[config.mk]
export PLATFORM = sky130hd
export DESIGN_NAME = rxport_stat_reg
export DESIGN_NICKNAME = d
export VERILOG_FILES = /design/src/rtl/rxps_pkg.sv /design/src/rtl/rxps_sync.sv /design/src/rtl/rxps_sticky.sv /design/src/rtl/rxps_parity_mon.sv /design/src/rtl/rxport_stat_reg.sv
export SDC_FILE = /design/constraint.sdc
export NUM_CORES = 1
export LEC_CHECK = 0
export BUFFER_PORTS_ARGS = -buffer_cell sky130_fd_sc_hd__buf_4
export CORE_MARGIN = 5
export CORE_UTILIZATION = 30
export CTS_CLUSTER_SIZE = 14
export DETAILED_ROUTE_END_ITERATION = 12
export GPL_TIMING_DRIVEN = 0
export PLACE_DENSITY_LB_ADDON = 0.05
export SYNTH_ARGS = -nofsm -noshare
export SYNTH_HDL_FRONTEND = slang
export SYNTH_SLANG_ARGS = --single-unit
[constraint.sdc]
create_clock -name clk -period 2.3 [get_ports clk]
set_clock_uncertainty 0.15 [all_clocks]
set_input_delay 0.46 -clock clk [delete_from_list [all_inputs] [get_ports clk]]
set_output_delay 0.46 -clock clk [all_outputs]
set_load 0.005 [all_outputs]
[src/rtl/rxps_pkg.sv]
package rxps_pkg;

    localparam int WORD_W    = 8;
    localparam int PORT_W    = 2;
    localparam int NUM_FLAGS = 4;

    // Sticky flag slots
    localparam int FLG_CRC  = 0;
    localparam int FLG_LCHG = 1;
    localparam int FLG_SEQ  = 2;
    localparam int FLG_CTL  = 3;

    typedef enum logic [0:0] {
        CLR_BY_STATUS_RD = 1'b0,
        CLR_BY_CTL_RD    = 1'b1
    } clr_src_e;

    typedef struct packed {
        logic [PORT_W-1:0] port;
        logic              crc;
        logic              lock_chg;
        logic              ctl;
        logic              par_over;
        logic              pass;
        logic              lock;
    } stat_word_t;

    function automatic clr_src_e flag_clr_src(input int idx);
        return (idx == FLG_CTL) ? CLR_BY_CTL_RD : CLR_BY_STATUS_RD;
    endfunction

    function automatic logic [WORD_W-1:0] pack_word(input stat_word_t w);
        return w;
    endfunction

endpackage

[src/rtl/rxps_sync.sv]
module rxps_sync #(
    parameter int WIDTH  = 1,
    parameter int STAGES = 2
) (
    input  logic             clk,
    input  logic             rst,
    input  logic [WIDTH-1:0] async_in,
    output logic [WIDTH-1:0] sync_out
);
    logic [WIDTH-1:0] stage_q [STAGES];

    for (genvar s = 0; s < STAGES; s++) begin : g_stage
        if (s == 0) begin : g_first
            always_ff @(posedge clk) begin
                if (rst) stage_q[s] <= '0;
                else     stage_q[s] <= async_in;
            end
        end else begin : g_next
            always_ff @(posedge clk) begin
                if (rst) stage_q[s] <= '0;
                else     stage_q[s] <= stage_q[s-1];
            end
        end
    end

    assign sync_out = stage_q[STAGES-1];
endmodule

[src/rtl/rxps_sticky.sv]
module rxps_sticky #(
    parameter int N = 4
) (
    input  logic         clk,
    input  logic         rst,
    input  logic [N-1:0] set_evt,
    input  logic [N-1:0] clr_req,
    output logic [N-1:0] flag_q
);
    // A set in the same cycle as a clear keeps the flag high
    for (genvar i = 0; i < N; i++) begin : g_flag
        always_ff @(posedge clk) begin
            if (rst) flag_q[i] <= 1'b0;
            else     flag_q[i] <= set_evt[i] | (flag_q[i] & ~clr_req[i]);
        end
    end
endmodule

[src/rtl/rxps_parity_mon.sv]
module rxps_parity_mon #(
    parameter int CNT_W = 8
) (
    input  logic             clk,
    input  logic             rst,
    input  logic             err_pulse,
    input  logic             cnt_clr,
    input  logic [CNT_W-1:0] thresh,
    output logic             over
);
    localparam logic [CNT_W-1:0] CNT_MAX = '1;

    logic [CNT_W-1:0] cnt_q;

    always_ff @(posedge clk) begin
        if (rst)                              cnt_q <= '0;
        else if (cnt_clr)                     cnt_q <= '0;
        else if (err_pulse && cnt_q != CNT_MAX) cnt_q <= cnt_q + 1'b1;
    end

    assign over = (cnt_q > thresh);
endmodule

[src/rtl/rxport_stat_reg.sv]
module rxport_stat_reg
    import rxps_pkg::*;
#(
    parameter int CNT_W       = 8,
    parameter int SYNC_STAGES = 2
) (
    input  logic                    clk,
    input  logic                    rst,
    input  logic                    lock_in,
    input  logic                    pass_in,
    input  logic                    crc_err_pulse,
    input  logic                    seq_err_pulse,
    input  logic                    par_err_pulse,
    input  logic [CNT_W-1:0]        par_thresh,
    input  logic                    par_clr,
    input  logic                    enh_err_mode,
    input  logic                    ctl_stat_rd,
    input  logic [PORT_W-1:0]       port_sel,
    input  logic                    rd_stb,
    output logic [WORD_W-1:0]       rd_data
);
    logic [1:0]           lvl_s;
    logic                 lock_s, pass_s;
    logic                 lock_prev;
    logic [NUM_FLAGS-1:0] set_evt, clr_req, flag_q;
    logic                 par_over;
    stat_word_t           word;
    logic [WORD_W-1:0]    rd_q;

    rxps_sync #(.WIDTH(2), .STAGES(SYNC_STAGES)) u_sync (
        .clk(clk), .rst(rst),
        .async_in({pass_in, lock_in}),
        .sync_out(lvl_s)
    );
    assign lock_s = lvl_s[0];
    assign pass_s = lvl_s[1];

    always_ff @(posedge clk) begin
        if (rst) lock_prev <= 1'b0;
        else     lock_prev <= lock_s;
    end

    always_comb begin
        set_evt           = '0;
        set_evt[FLG_CRC]  = crc_err_pulse;
        set_evt[FLG_LCHG] = lock_s ^ lock_prev;
        set_evt[FLG_SEQ]  = seq_err_pulse;
        set_evt[FLG_CTL]  = crc_err_pulse | seq_err_pulse;
    end

    for (genvar i = 0; i < NUM_FLAGS; i++) begin : g_clr
        if (flag_clr_src(i) == CLR_BY_CTL_RD) begin : g_ctl
            assign clr_req[i] = ctl_stat_rd;
        end else begin : g_stat
            assign clr_req[i] = rd_stb;
        end
    end

    rxps_sticky #(.N(NUM_FLAGS)) u_sticky (
        .clk(clk), .rst(rst),
        .set_evt(set_evt), .clr_req(clr_req), .flag_q(flag_q)
    );

    rxps_parity_mon #(.CNT_W(CNT_W)) u_par (
        .clk(clk), .rst(rst),
        .err_pulse(par_err_pulse), .cnt_clr(par_clr),
        .thresh(par_thresh), .over(par_over)
    );

    always_comb begin
        word.port     = port_sel;
        word.crc      = flag_q[FLG_CRC];
        word.lock_chg = flag_q[FLG_LCHG];
        word.ctl      = enh_err_mode ? flag_q[FLG_CTL] : flag_q[FLG_SEQ];
        word.par_over = par_over;
        word.pass     = pass_s;
        word.lock     = lock_s;
    end

    always_ff @(posedge clk) begin
        if (rst)         rd_q <= '0;
        else if (rd_stb) rd_q <= pack_word(word);
    end

    assign rd_data = rd_q;
endmodule

==> qor.yml, run 1 <==
run_status:
  status: "completed"
sta:
  rsz0062_at_grt: "no"
  slew_headroom: 0.703
  final_hold_viol_count: 0
  min_period_ps: 1690
  worst_pin_slew_ps: 445
  min_period_over_period: 0.737
  max_freq_mhz: 590
  drv_slew: 0
  setup_tns_ps: 0
  setup_viol: 0
setup_path:
  slowest_stage: "dfxtp_1"
  r2r_end: "rd_data[2]$_SDFFE_PP0P_"
  critPathKind: "register to register"
  worstSetupStartpoint: "u_par.cnt_q[2]$_SDFFE_PP0P_"
  cp.required_ps: 2370
  reg2reg_depth: 5
  rr_startpoint: "u_par.cnt_q[2]$_SDFFE_PP0P_"
  r2r_slack_ps: 610
  end_kind: "register"
  crit_chain: "ha_1 > and4_1 > a211oi_1 > o211ai_1 > nand2_1"
  crit_arrival_ps: 1770
  critPathLaunchType: "register"
  cpPeakStageDelay_ps: 490
  critPathMaxFanout: 6
  cp-endpoint: "rd_data[2]$_SDFFE_PP0P_"
detailed_routing:
  num_vias: 966
  avgRoutedWirePerCell_um: 11.3
  firstDrtPassIters: 4
  drt_iter0_markers: 23
  avgViaCountPerCell: 4.67
  drtAntennaViolNets: 0
  drc_errors: 0
  drt_wl_total_mm: 2.34
final_layout:
  n_fill_cell: 399
  antennaDiodeCount: 0
  area_delta_synth_final_pct: 26.6
  layout_common_cells: "27 x buf_4, 25 x dfxtp_1, 16 x nor2_1, 11 x inv_1, 11 x a21oi_1"
  drive_above_1_share: 0.226
  final_common_cell: "buf_4"
  fin_nets: 190
  fin_cells: 207
cts:
  ctsHoldBuffers: 0
  clk-insertion-delay-late_ps: 270
  postCtsSetupBuffers: 0
  cts_tree: "built"
  clock_sinks: 25
  root_buffer: "clkbuf_8"
  post_cts_resized: 0
  clk_pin_slew_ps: 90
  cts_buffers: 3
  h-tree-depth: 1
  cts.path.max_buffers: 2
place:
  placedCellCount: 203
  dp_hpwl_mm: 1.83
  finalWeightedCongestion: 0.700
  portBuffers: 27
logic_synthesis:
  synth_nets: 158
  ys_ff_latch: 25
  yosys_warnings: 0
  synth_top_area_frac: 0.427
  synth.area.top_cells: "dfxtp_1 43%, ha_1 9.6%, mux2i_1 6.0%"
  netlist_area_sq_um: 1170
  syn-instance-count: 128
  synthFlopType: "dfxtp_1"
  seq_area_frac_synth: 0.427
  synth_cell_type_count: 33
  synth_area_leader_cell: "dfxtp_1"
  syn_area_per_cell_sq_um: 9.15
  synth-async-reset-ratio: 0
  synth_edf_count: 0
global_route:
  grt_max_degree: 16
  grt_usage: 0.0906
  antenna_found_initial: 0
  grt_overflow_total: 0
  grt_pass1_wl_mm: 3.69
  grt_pass1_vias: 807
floorplanning:
  dieArea_sq_um: 5250
  start_util: 0.315
  row_count: 22
  io_pins: 29
  core_sq_um: 3720
  die_x_um: 72.5
  die_h_um: 72.5
power:
  ir_worst_vdd_mv: 0.305
  p_per_area_nw_per_um2: 550
  p_leak_uw: 0.000677
min_path:
  min_path_type: "input port to register"
run:
  cap_violations: 0
## metrics by stage
step | power [uW] | setup WS, ps | util | instance area [sq um] | hold WS [ps]
2_1_floorplan | 509 | 672 | - | 1170 | 264
3_3_place_gp | 554 | 493 | 0.386 | 1430 | 272
3_5_place_dp | 556 | 489 | 0.386 | 1430 | 277
5_1_grt | 851 | 512 | 0.399 | 1480 | 253
6_report | 815 | 606 | 0.399 | 1480 | 245
4_1_cts | 828 | 602 | 0.399 | 1480 | 242
## kinds of logic (layout without fill, tap and decap cells)
kind of cell    after synthesis  after routing  synth area share
compound gates               25             25             0.143
xor+xnor                      3              3            0.0224
fa+ha+maj                     9              9            0.0962
buf+inv                      15             46            0.0491
flops                        25             25             0.427
mux                           7              7            0.0598
simple gates                 44             44             0.202
## cell usage after synthesis, drive strengths merged (3+ instances only)
library cell  count
nor2b             6
a211oi            3
mux2i             7
ha                9
nor2             16
o21ai             4
inv              11
nand2             7
a21oi            11
nand3             3
dfxtp            25
## registers in the layout (all words and copies together) (netlist names)
name,cells
rd_data,8
u_sticky.flag_q,4
u_par.cnt_q,8
lock_prev,1
u_sync.stage_q,4
## report_power, final
part           internal (uW)  leakage [uW]  switching [uW]
clock                    123     0.0000217             148
combinational           50.1      0.000451            39.0
sequential               448      0.000205            7.27
total                    621      0.000677             195
## worst min-delay path by stage
stage	start	to	slack [ps]	depth (start not counted)
6_report	pass_in	u_sync.stage_q[0][1]$_SDFF_PP0_	250	2
5_1_grt	lock_in	u_sync.stage_q[0][0]$_SDFF_PP0_	250	2
4_1_cts	seq_err_pulse	u_sticky.flag_q[2]$_SDFF_PP0_	240	3
3_5_place_dp	u_sync.stage_q[0][1]$_SDFF_PP0_	u_sync.stage_q[1][1]$_SDFF_PP0_	280	1
3_3_place_gp	u_sync.stage_q[0][0]$_SDFF_PP0_	u_sync.stage_q[1][0]$_SDFF_PP0_	270	1
2_1_floorplan	u_sync.stage_q[0][0]$_SDFF_PP0_	u_sync.stage_q[1][0]$_SDFF_PP0_	260	1
## layer usage
metal	vias up	GRT usage	wire length [um]
met5	-	0	0
met4	0	0.0492	49
met3	5	0.0263	165
met2	27	0.123	952
met1	427	0.127	1180
li1	507	-	-
## final cells by class
cell class | count | area, sq um | area share
Tap cell | 48 | 60.1 | 0.0405
Clock buffer | 3 | 41.3 | 0.0278
Clock inverter | 1 | 7.51 | 0.00506
Sequential cell | 25 | 500 | 0.338
Multi-Input combinational cell | 88 | 613 | 0.414
Timing Repair Buffer | 27 | 203 | 0.137
Buffer | 4 | 16.3 | 0.0110
Inverter | 11 | 41.3 | 0.0278
## worst max-delay path: cells and delay by family (launching register included)
| kind | cells | cell delay, ps |
|---|---|---|
| AND/OR/NAND/NOR | 2 | 280 |
| flip-flops | 1 | 490 |
| adder cells (fa/ha/maj) | 1 | 300 |
| AO/OA/AOI/OAI | 2 | 440 |
No activity file was read; power rests on OpenSTA's default activity.
==> run 2: changes to the inputs <==
==> constraint.sdc (replaced) <==
create_clock -name clk -period 1.35 [get_ports clk]
set_clock_uncertainty 0.15 [all_clocks]
set_input_delay 0.27 -clock clk [delete_from_list [all_inputs] [get_ports clk]]
set_output_delay 0.27 -clock clk [all_outputs]
set_load 0.005 [all_outputs]
==> run 2 against run 1 <==
Effect of this change:
- the flow now finishes with violations (setup timing)
- final area rose by 5.7%
- routed wire length rose by 1.8%
- combinational power rose by 83%
- sequential cell count did not move
- sequential power rose by 69%
- register-to-register slack got worse by 780 ps
- final cell count rose by 1.4%
- first-iteration DRC count rose by 8.7%
- count of clock-buffer cells in the layout did not move
- non-clock buffer count rose by 3
- critical path depth did not move
- highest routed layer unchanged
==> qor.yml, run 2 (synthesis results as in run 1) <==
run_status:
  status: "complete, but fails checks"
  violations: "setup timing"
setup_path:
  critPathMaxFanout: 7
  cpPeakStageDelay_ps: 480
  reg2reg_depth: 5
  end_kind: "register"
  crit_family: "simple AND/OR/NAND/NOR gates"
  critPathLaunchType: "register"
  critPathBufInv: 1
  cp.required_ps: 1400
  worstSetupPathDepth: 5
  crit_arrival_ps: 1570
  slowest_stage: "or4_1"
  critPathKind: "register to register"
  crit_chain: "ha_4 > inv_2 > o31ai_4 > or4_1 > a21oi_1"
sta:
  slew_headroom: 0.681
  final_hold_viol_count: 0
  setup_viol: 8
  max_freq_mhz: 657
  rsz0062_at_grt: "yes"
  min_period_ps: 1520
  min_period_over_period: 1.13
  worst_pin_slew_ps: 479
  layout_setup_ws_ps: -171
  holdWs_ps: 53.6
  drv_slew: 0
floorplanning:
  dieArea_sq_um: 5250
  row_count: 22
  die_x_um: 72.5
  core_sq_um: 3720
  start_util: 0.315
  io_pins: 29
  die_h_um: 72.5
detailed_routing:
  firstDrtPassIters: 4
  drtAntennaViolNets: 0
  avgViaCountPerCell: 4.54
  avgRoutedWirePerCell_um: 11.3
  drc_errors: 0
  drt_iter0_markers: 25
  num_vias: 953
  drt_wl_total_mm: 2.38
place:
  placedCellCount: 203
  portBuffers: 27
  dp_hpwl_mm: 1.79
  dp_slack_ps: -204
  finalWeightedCongestion: 0.728
global_route:
  grt_pass1_vias: 873
  grt_pass1_wl_mm: 3.91
  grt_max_degree: 16
  antenna_found_initial: 0
  grt_usage: 0.0934
  grt_overflow_total: 0
run:
  cap_violations: 0
final_layout:
  drive_above_1_share: 0.333
  fin_cells: 210
  antennaDiodeCount: 0
  final_common_cell: "buf_4"
  layout_common_cells: "30 x buf_4, 17 x dfxtp_1, 16 x nor2_1, 11 x a21oi_1, 10 x inv_1"
  fin_nets: 193
  area_delta_synth_final_pct: 33.8
power:
  power.total_uw: 1390
  p_leak_uw: 0.000700
  p_per_area_nw_per_um2: 885
  ir_worst_vdd_mv: 0.391
cts:
  clk_pin_slew_ps: 90
  h-tree-depth: 1
  cts.path.max_buffers: 2
  cts_tree: "built"
  clock_sinks: 25
  root_buffer: "clkbuf_8"
  clk-insertion-delay-late_ps: 270
  cts_buffers: 3
min_path:
  hold_depth: 2
  min_path_type: "input port to register"
==> run 2: changes by cell type in the layout (fill, tap and decap cells not counted), sizes merged <==
| cell | delta |
|---|---|
| clkbuf | +1 |
| buf | +2 |
==> run 2: final cells by class <==
cell class                 count  area [sq um]
fill                         403          2150
multi-input combinational     88           651
sequential                    25           523
timing repair buffer          30           225
tap                           48          60.1
clock buffer                   3          41.3
inverter                      11          41.3
buffer                         4          17.5
clock inverter                 1          7.51
==> run 2: path summary, 6_finish.rpt <==
| check | from | to | slack (ps) |
|---|---|---|---|
| setup / recovery | u_par.cnt_q[1]$_SDFFE_PP0P_ | u_par.cnt_q[5]$_SDFFE_PP0P_ | -170 |
| hold / removal | lock_in | u_sync.stage_q[0][0]$_SDFF_PP0_ | 50 |
| setup reg to reg | u_par.cnt_q[1]$_SDFFE_PP0P_ | u_par.cnt_q[5]$_SDFFE_PP0P_ | -170 |
| hold reg to reg | u_sync.stage_q[0][0]$_SDFF_PP0_ | u_sync.stage_q[1][0]$_SDFF_PP0_ | 290 |
==> run 2: report_power, final <==
part	internal, uW	switching, uW
Sequential	754	12.6
Clock	209	248
Combinational	91.6	70.9
==> run 2: metrics by stage <==
step	area (sq um)	setup TNS, ps	util
after detailed placement	1460	-2650	0.392
after CTS	1550	-705	0.416
final	1570	-767	0.422
after floorplan	1190	-168	-
after global routing	1570	-1370	0.422
after global placement	1460	-2570	0.392
==> run 2: worst reg2reg max path, delay by kind of cell (launching register included) <==
kind                       cells  cell delay [ps]
AOI/OAI and AO/OA              2              240
adders and majority gates      1              160
buffers and inverters          1               60
DFF                            1              370
and+or+nand+nor                1              480
==> run 2: timing repair <==
item,CTS,global route
buffers inserted,2,1
hold endpoints to repair,0,0
hold buffers,0,0
gates resized for setup,11,2
setup endpoints to repair,6,13
pin swaps,3,1
==> run 2: layer usage <==
layer	vias to the layer above	wire, um	GRT usage
met2	17	1040	0.135
met3	2	125	0.0235
li1	510	-	-
met1	424	1200	0.131
met4	0	17	0.0369
met5	-	0	0
==> run 3: changes to the inputs <==
--- a/config.mk
+++ b/config.mk
@@ -12,6 +12,7 @@
 export DETAILED_ROUTE_END_ITERATION = 12
 export GPL_TIMING_DRIVEN = 0
 export PLACE_DENSITY_LB_ADDON = 0.05
+export SETUP_SLACK_MARGIN = 0.2
 export SYNTH_ARGS = -nofsm -noshare
 export SYNTH_HDL_FRONTEND = slang
 export SYNTH_SLANG_ARGS = --single-unit
==> run 3 against run 2 <==
Effect of this change:
- the flow still finishes with violations (setup timing)
- sequential share of layout area down 1.7 points
- clock power rose by 3%
- core utilization grew 3.1 points
- maximum frequency is 0.71% lower
- via count rose by 4.3%
- register-to-register slack barely moved
- non-clock buffer count is 4 higher
- worst setup slack worse by 11 ps
- combinational power up 9%
- critical path type unchanged
- critical endpoint is now u_par.cnt_q[0]$_SDFFE_PP0P_
- largest cell class unchanged
- largest power group unchanged
==> qor.yml, run 3 (synthesis results as in run 1) <==
detailed_routing:
  met3_length_um: 124
  top_layer: "met4"
  drt_wl_total_mm: 2.51
  avgRoutedWirePerCell_um: 11.7
  firstDrtPassIters: 3
  drc_errors: 0
  drtAntennaViolNets: 0
  avgViaCountPerCell: 4.64
  num_vias: 994
  wl_met2_mm: 1.09
  routedLengthMet1_mm: 1.24
  drt_iter0_markers: 15
sta:
  slew_headroom: 0.748
  final_hold_viol_count: 0
  worst_pin_slew_ps: 378
  layout_setup_ws_ps: -182
  min_period_ps: 1530
  rsz0062_at_grt: "yes"
  holdWs_ps: 48.5
  drv_slew: 0
  setup_viol: 9
  min_period_over_period: 1.13
  max_freq_mhz: 653
power:
  ir_worst_vdd_mv: 0.356
  p_per_area_nw_per_um2: 846
  p_leak_uw: 0.000745
run_status:
  violations: "setup timing"
  status: "complete, but fails checks"
cts:
  cts.path.max_buffers: 2
  ctsHoldBuffers: 0
  cts_buffers: 3
  cts_tree: "built"
  clk-insertion-delay-late_ps: 280
  h-tree-depth: 1
  root_buffer: "clkbuf_8"
  clock_sinks: 25
  clk_pin_slew_ps: 90
final_layout:
  final_area_sq_um: 1680
  final_common_cell: "buf_4"
  antennaDiodeCount: 0
  layout_common_cells: "26 x buf_4, 16 x nor2_1, 11 x dfxtp_2, 10 x a21oi_1"
  drive_above_1_share: 0.440
  n_fill_cell: 388
  area_delta_synth_final_pct: 43.5
  fin_nets: 197
floorplanning:
  die_x_um: 72.5
  dieArea_sq_um: 5250
  die_h_um: 72.5
  start_util: 0.315
  io_pins: 29
  row_count: 22
  core_sq_um: 3720
global_route:
  grt_max_degree: 16
  antenna_found_initial: 0
  grt_usage: 0.0946
  grt_pass1_vias: 887
  grt_pass1_wl_mm: 3.88
  grt_overflow_total: 0
setup_path:
  crit_arrival_ps: 1550
  critPathMaxFanout: 7
  reg2reg_depth: 5
  end_kind: "register"
  critPathKind: "register to register"
  cp.required_ps: 1360
  critPathLaunchType: "register"
place:
  dp_hpwl_mm: 1.83
  portBuffers: 27
  placed_area_sq_um: 1460
  finalWeightedCongestion: 0.732
run:
  cap_violations: 0
min_path:
  hold_depth: 2
  min_path_type: "input port to register"
run 3: changes by cell type in the layout (fill, tap and decap cells not counted), moves of 2 or more:
cell     before  now
buf_4        30   26
dfxtp_1      17    9
buf_6         0    8
inv_4         0    2
dfxtp_2       3   11
run 3: layout make-up:
cell class	count	area [sq um]	share of cell area
well taps	48	60.1	0.0357
inverters	11	43.8	0.0261
repair buffers	34	285	0.170
multi-input cells	88	692	0.412
plain buffers	4	18.8	0.0112
clock inverters	1	6.26	0.00372
clock buffers	3	41.3	0.0246
flip-flops and latches	25	533	0.317
run 3: what timing repair did:
item | in CTS | in global routing
setup buffers | 2 | 5
pin swaps | 2 | 7
setup endpoints to repair | 12 | 19
gates resized for setup | 14 | 25
run 3: routing by layer:
| metal | global-route usage | vias to the layer above |
|---|---|---|
| li1 | - | 519 |
| met1 | 0.135 | 450 |
| met2 | 0.128 | 20 |
| met3 | 0.0249 | 5 |
| met4 | 0.0492 | 0 |
| met5 | 0 | - |
run 3: final timing paths:
| kind | startpoint | to | slack [ps] |
|---|---|---|---|
| worst min register to register | u_sync.stage_q[0][0]$_SDFF_PP0_ | u_sync.stage_q[1][0]$_SDFF_PP0_ | 290 |
| worst max register to register | u_par.cnt_q[3]$_SDFFE_PP0P_ | u_par.cnt_q[0]$_SDFFE_PP0P_ | -180 |
| worst max-delay path | u_par.cnt_q[3]$_SDFFE_PP0P_ | u_par.cnt_q[0]$_SDFFE_PP0P_ | -180 |
| worst min-delay path | lock_in | u_sync.stage_q[0][0]$_SDFF_PP0_ | 50 |
run 3: critical path: stages (launching register included):
cell and delay, ps:
dfxtp_4 410, nand4_4 130, o31ai_4 390, buf_4 190, xnor2_2 100, nor2_1 50
run 3: through the flow:
step	cells	utilization	total power [uW]	worst slack, ps	setup TNS (ps)
detailed placement	203	0.393	949	-213	-1180
finish	214	0.452	1420	-182	-883
global placement	203	0.393	945	-200	-899
CTS	209	0.421	1420	-171	-865
global route	214	0.452	1490	-259	-1630
floorplan	128	-	869	-63.1	-168
run 3: report_power, final:
| part | switching [uW] | leakage [uW] | internal [uW] |
|---|---|---|---|
| clock | 261 | 0.0000260 | 211 |
| sequential | 15.2 | 0.000213 | 756 |
| combinational | 74.5 | 0.000505 | 103 |
